## src/rtl/auxmem_pkg.sv

```systemverilog
package auxmem_pkg;

    localparam int ADDR_W = 16;
    localparam int TGT_W  = 3;
    localparam int ROMOFF_W = 12;

    typedef enum logic [TGT_W-1:0] {
        TGT_MAIN  = 3'd0,
        TGT_AUX   = 3'd1,
        TGT_IROM  = 3'd2,
        TGT_CROM  = 3'd3,
        TGT_PASS  = 3'd4,
        TGT_NONE  = 3'd7
    } target_e;

    typedef enum logic [3:0] {
        RG_ZP,
        RG_TEXT,
        RG_HIRES,
        RG_GEN,
        RG_IO,
        RG_IROM,
        RG_C3,
        RG_C6,
        RG_UPPER
    } region_e;

    typedef struct packed {
        logic zp_aux;
        logic rd_aux;
        logic wr_aux;
        logic text_store;
        logic text_page2;
        logic c3_internal;
        logic cx_card;
    } mode_flags_t;

    typedef struct packed {
        target_e             tgt;
        logic [ADDR_W-1:0]   off;
    } route_t;

    function automatic logic [ADDR_W-1:0] phys_offset(input target_e t,
                                                      input logic [ADDR_W-1:0] a);
        logic [ADDR_W-1:0] o;
        case (t)
            TGT_IROM, TGT_CROM: o = {{(ADDR_W-ROMOFF_W){1'b0}}, a[ROMOFF_W-1:0]};
            TGT_NONE:           o = '0;
            default:            o = a;
        endcase
        return o;
    endfunction

endpackage

```

## src/rtl/auxmem_region_decode.sv

```systemverilog
module auxmem_region_decode
    import auxmem_pkg::*;
(
    input  logic [ADDR_W-1:0] addr,
    output region_e           region
);
    always_comb begin
        if (addr < 16'h0200)                          region = RG_ZP;
        else if (addr >= 16'h0400 && addr < 16'h0800) region = RG_TEXT;
        else if (addr >= 16'h2000 && addr < 16'h4000) region = RG_HIRES;
        else if (addr < 16'hC000)                     region = RG_GEN;
        else if (addr < 16'hC100)                     region = RG_IO;
        else if (addr[15:8] == 8'hC3)                 region = RG_C3;
        else if (addr[15:8] == 8'hC6)                 region = RG_C6;
        else if (addr < 16'hD000)                     region = RG_IROM;
        else                                          region = RG_UPPER;
    end
endmodule

```

## src/rtl/auxmem_path_select.sv

```systemverilog
module auxmem_path_select
    import auxmem_pkg::*;
#(
    parameter bit IS_WRITE = 1'b0
) (
    input  region_e           region,
    input  mode_flags_t       flags,
    input  logic [ADDR_W-1:0] addr,
    output route_t            route
);
    logic    ram_aux;
    target_e t;

    assign ram_aux = IS_WRITE ? flags.wr_aux : flags.rd_aux;

    always_comb begin
        case (region)
            RG_ZP:    t = flags.zp_aux ? TGT_AUX : TGT_MAIN;
            RG_TEXT:  t = flags.text_store ? (flags.text_page2 ? TGT_AUX : TGT_MAIN)
                                           : (ram_aux ? TGT_AUX : TGT_MAIN);
            RG_HIRES,
            RG_GEN:   t = ram_aux ? TGT_AUX : TGT_MAIN;
            RG_IO:    t = TGT_NONE;
            RG_IROM:  t = IS_WRITE ? TGT_NONE : TGT_IROM;
            RG_C3:    t = IS_WRITE ? TGT_NONE : (flags.c3_internal ? TGT_IROM : TGT_CROM);
            RG_C6:    t = IS_WRITE ? TGT_NONE : (flags.cx_card ? TGT_CROM : TGT_IROM);
            RG_UPPER: t = TGT_PASS;
            default:  t = TGT_NONE;
        endcase
        route.tgt = t;
        route.off = phys_offset(t, addr);
    end
endmodule

```

## src/rtl/auxmem_decoder.sv

```systemverilog
module auxmem_decoder
    import auxmem_pkg::*;
(
    input  logic              clk,
    input  logic              rst,
    input  logic              bus_strobe,
    input  logic [ADDR_W-1:0] bus_addr,
    input  logic              bus_we,
    input  logic              zp_aux,
    input  logic              rd_aux,
    input  logic              wr_aux,
    input  logic              text_store,
    input  logic              text_page2,
    input  logic              c3_internal,
    input  logic              cx_card,
    output logic              out_valid,
    output logic [TGT_W-1:0]  rd_tgt,
    output logic [ADDR_W-1:0] rd_off,
    output logic [TGT_W-1:0]  wr_tgt,
    output logic [ADDR_W-1:0] wr_off,
    output logic              wr_ignored
);
    localparam int NPATH = 2;

    mode_flags_t flags;
    region_e     region;
    route_t      route_c [NPATH];
    route_t      route_q [NPATH];
    logic        rom_space;

    assign flags = '{zp_aux: zp_aux, rd_aux: rd_aux, wr_aux: wr_aux,
                     text_store: text_store, text_page2: text_page2,
                     c3_internal: c3_internal, cx_card: cx_card};

    auxmem_region_decode u_region (
        .addr   (bus_addr),
        .region (region)
    );

    for (genvar p = 0; p < NPATH; p++) begin : g_path
        auxmem_path_select #(.IS_WRITE(p == 1)) u_sel (
            .region (region),
            .flags  (flags),
            .addr   (bus_addr),
            .route  (route_c[p])
        );
    end

    assign rom_space = (region == RG_IROM) || (region == RG_C3) || (region == RG_C6);

    always_ff @(posedge clk) begin
        if (rst) begin
            for (int p = 0; p < NPATH; p++) begin
                route_q[p] <= '{tgt: TGT_MAIN, off: '0};
            end
            out_valid  <= 1'b0;
            wr_ignored <= 1'b0;
        end else begin
            out_valid  <= bus_strobe;
            wr_ignored <= bus_strobe && bus_we && rom_space;
            if (bus_strobe) begin
                for (int p = 0; p < NPATH; p++) begin
                    route_q[p] <= route_c[p];
                end
            end
        end
    end

    assign rd_tgt = route_q[0].tgt;
    assign rd_off = route_q[0].off;
    assign wr_tgt = route_q[1].tgt;
    assign wr_off = route_q[1].off;

    // zero page follows zp_aux on both paths
    a_r1_zp_both_paths: assert property (@(posedge clk) disable iff (rst)
        (bus_strobe && bus_addr < 16'h0200) |=>
        (rd_tgt == ($past(zp_aux) ? TGT_AUX : TGT_MAIN)) && (wr_tgt == rd_tgt));

    // text window under page control gives one bank for both paths
    a_r3_text_store_same: assert property (@(posedge clk) disable iff (rst)
        (bus_strobe && text_store && bus_addr >= 16'h0400 && bus_addr < 16'h0800) |=>
        (rd_tgt == wr_tgt) && (rd_tgt == ($past(text_page2) ? TGT_AUX : TGT_MAIN)));

    // ROM space is never a write target
    a_r6_rom_not_writable: assert property (@(posedge clk) disable iff (rst)
        (bus_strobe && bus_addr >= 16'hC100 && bus_addr < 16'hD000) |=>
        (wr_tgt == TGT_NONE) && (wr_off == '0));

    // ignored write only with a no-target write path and a valid cycle
    a_r9_ignored_consistent: assert property (@(posedge clk) disable iff (rst)
        wr_ignored |-> (out_valid && wr_tgt == TGT_NONE && rd_tgt != TGT_NONE));

    // valid follows the strobe by one cycle
    a_r10_valid_after_strobe: assert property (@(posedge clk) disable iff (rst)
        bus_strobe |=> out_valid);

    // outputs hold when no strobe
    a_r10_hold_idle: assert property (@(posedge clk) disable iff (rst)
        !bus_strobe |=> (!out_valid && !wr_ignored && $stable(rd_tgt) && $stable(rd_off)
                         && $stable(wr_tgt) && $stable(wr_off)));

    // upper region passes through
    a_r11_upper_pass: assert property (@(posedge clk) disable iff (rst)
        (bus_strobe && bus_addr >= 16'hD000) |=>
        (rd_tgt == TGT_PASS) && (wr_tgt == TGT_PASS));

endmodule

```

## config.mk

```make
export PLATFORM = sky130hd
export DESIGN_NAME = auxmem_decoder
export DESIGN_NICKNAME = d
export VERILOG_FILES = /design/src/rtl/auxmem_pkg.sv /design/src/rtl/auxmem_region_decode.sv /design/src/rtl/auxmem_path_select.sv /design/src/rtl/auxmem_decoder.sv
export SDC_FILE = /design/constraint.sdc
export NUM_CORES = 1
export LEC_CHECK = 0
export CORE_MARGIN = 4
export CORE_UTILIZATION = 46
export CTS_CLUSTER_DIAMETER = 40
export DETAILED_ROUTE_END_ITERATION = 8
export GPL_ROUTABILITY_DRIVEN = 0
export PLACE_DENSITY_LB_ADDON = 0.12
export SLEW_MARGIN = 20
export SYNTH_ARGS = -nofsm -noshare
export SYNTH_HDL_FRONTEND = slang
export SYNTH_SLANG_ARGS = --single-unit
```

## constraint.sdc

```tcl
create_clock -name clk -period 2.2 [get_ports clk]
set_input_delay 0.44 -clock clk [delete_from_list [all_inputs] [get_ports clk]]
set_output_delay 0.44 -clock clk [all_outputs]
set_load 0.01 [all_outputs]
```

==> key figures <==
STA
  – RSZ-0062 raised after global routing: no
  – Tcrit/Tclk final: 0.887
  – # setup viols final: 0
  – Hold Vio Cnt, Final: 0
  – Slew Limit Headroom: 0.439
  – Highest clock rate: 513 MHz
  – Final min period: roughly 2000 ps
  – Final Max Tran Viols: 0
  – Setup TNS: 0 ps
  – Slew of the pin with the lowest slew margin: ~840 ps

Synth
  – Top cells by count, synth: edfxtp_1 (38), and3_1 (23), and2_1 (7), nor2_1 (7)
  – Synth top area cells: edfxtp_1 (66%), and3_1 (8.4%), and2_1 (2.5%)
  – Async SR Flop Fraction: 0
  – Netlist Area Pre-Place: between 1500 and 2000 µm²
  – Syn Area/Cell: approximately 14 µm²
  – Netlist cell types: 32
  – Syn Nets: between 150 and 200
  – Count leader, synth: edfxtp_1
  – YS warnings: 0
  – Seq/Total Area, Yosys: 0.686
  – Gate Count Post-Synth: 126
  – Number of synthesized flops with an enable pin: 38
  – Synth top area share: 0.662
  – Synth area leader: edfxtp_1
  – Ys flop type: edfxtp_1
  – Flop and latch count out of synthesis: 40

Place
  – Cell Count Post-Placement: 240
  – DPL Wire Length: about 2900 µm
  – I/O Buffers: 66
  – Post-Place Cell Area: 2480 µm²

Layout
  – Fillers: between 200 and 250
  – Synth-to-Final Area Change: 53.3%
  – Layout Cells excl Fill: ~250
  – Layout cell share with drive strength beyond 1: 0.139
  – Ant diodes: 0
  – Design area: about 2600 µm²
  – Final net count: roughly 230
  – Final Util: 0.762

Power and ir drop
  – Tot Pwr: 0.00202 W
  – Leak Pwr: around 1.1 nW
  – Pwr dens: between 700 and 800 nW/µm²
  – Worst vdd ir: between 0.6 and 0.7 mV

Die
  – Core Area: roughly 3500 µm²
  – Std-Cell Rows: 21
  – Initial Util: 0.497
  – Die X: slightly below 70 µm
  – Die Y: between 60 and 70 µm
  – Die area: around 4800 µm²
  – IO Count: 67

Worst setup path
  – Startpoint Class: primary input
  – Crit-path max FO: 6
  – Critical Path Sink Type: flop
  – CP Data Required Time: 2310 ps
  – Crit Path Class: primary input to flop
  – Critical Path Start: bus_addr[12]
  – Critical Path AT: 2060 ps

Min path
  – Worst Hold Class: primary input to flop
  – HP Start: bus_we

Global routing
  – First-pass GRT wire length: 6510 µm
  – Largest net degree at the start of global routing: 39
  – GR Overflow Total: 0
  – Initial antenna violation count: 0
  – Vias in the first global route: ~1.4k
  – Global router's overall resource usage: 0.172

Drt
  – Routed WL: 3880 µm
  – Vias: 1299
  – Starting DRT DRC Count: 86
  – DRT antenna net count: 0
  – Avg WL per Cell: 15.6 µm
  – Number of vias per cell: 5.24
  – Drt pass-1 iters: 4
  – Residual DRC count: 0

Clock tree
  – H-tree depth: 2
  – Root Driver: clkbuf_8
  – Clock Path Buffers: 2
  – # hold bufs at CTS: 0
  – Cts bufs inserted: 5
  – Clock Sinks: 40
  – Post-CTS Setup Inserts: 0
  – Worst-path clk slew: 70 ps
  – CTS tree: built
  – Post-CTS Resized: 0

Outcome
  – Status: completed

Job
  – Max-cap violation count: 0
## critical path, cell delays in order
cell and delay (ps):
clkdlybuf4s50_1 500, buf_4 190, nor3_2 280, and2_1 290, nand4_1 140, a31oi_1 230
## layout by cell type, fill, tap and decap left out, drive strengths merged
| cell type | instances |
|---|---|
| bufinv | 3 |
| clkdlybuf4s50 | 66 |
| mux2 | 2 |
| and3b | 1 |
| xnor2 | 1 |
| and2 | 9 |
| a21oi | 1 |
| a2bb2oi | 1 |
| dfxtp | 2 |
| o221ai | 1 |
| a22o | 2 |
| a21o | 1 |
| nor2 | 7 |
| nand2 | 5 |
| xor2 | 1 |
| nor4 | 2 |
| nor3b | 1 |
| or2 | 1 |
| clkbuf | 5 |
| buf | 10 |
| nand4 | 1 |
| nand2b | 2 |
| inv | 2 |
| or4b | 1 |
| edfxtp | 38 |
| nor2b | 1 |
| a21boi | 1 |
| a31oi | 5 |
| nand3 | 1 |
| and3 | 23 |
| nor3 | 5 |
## routing by layer
layer	vias up	wire, µm	part of all wire	track usage
li1	623	-	-	-
met1	601	1550	0.40	0.210
met2	69	2020	0.52	0.290
met3	6	262	0.068	0.0507
met4	0	50	0.013	0.0607
met5	-	0	0	0
## per-stage QoR
step                setup WS, ps  hold slack (ps)
global route                 148              786
floorplan                    683              604
detailed placement          9.10             1090
CTS                          317              786
finish                       249              802
global placement            87.8             1090
## where the power goes
| group | internal [W] | total (W) | switching (W) |
|---|---|---|---|
| combinational | 0.000174 | 0.000298 | 0.000124 |
| sequential | 0.000895 | 0.000910 | 0.0000147 |
| clock | 0.000567 | 0.000810 | 0.000243 |
## registers in the layout, summed over array words and instances, names as in the netlist
name	flops
route_q	38
wr_ignored	1
out_valid	1
## cells by family after synthesis
logic type	Yosys count	share of synthesized area
flops	40	0.686
simple gates	60	0.211
compound gates	12	0.0559
buf+inv	10	0.0240
xor+xnor	2	0.0102
mux	2	0.0131
## area by class of cell
cell class                      instances  area, µm²  area share
Tap cell                               46       57.6      0.0218
Multi-Input combinational cell         76        500       0.189
Sequential cell                        40       1180       0.447
Inverter                                2       7.51     0.00284
Clock buffer                            5       68.8      0.0261
Clock inverter                          3       90.1      0.0341
Timing Repair Buffer                   76        736       0.279
## worst paths after layout
check / end / slack (ps) / cells after the start
setup / recovery: route_q[0][35] / 250 / 6
hold / removal: wr_ignored / 800 / 2
Note: power is estimated with default switching activity, not from simulation.
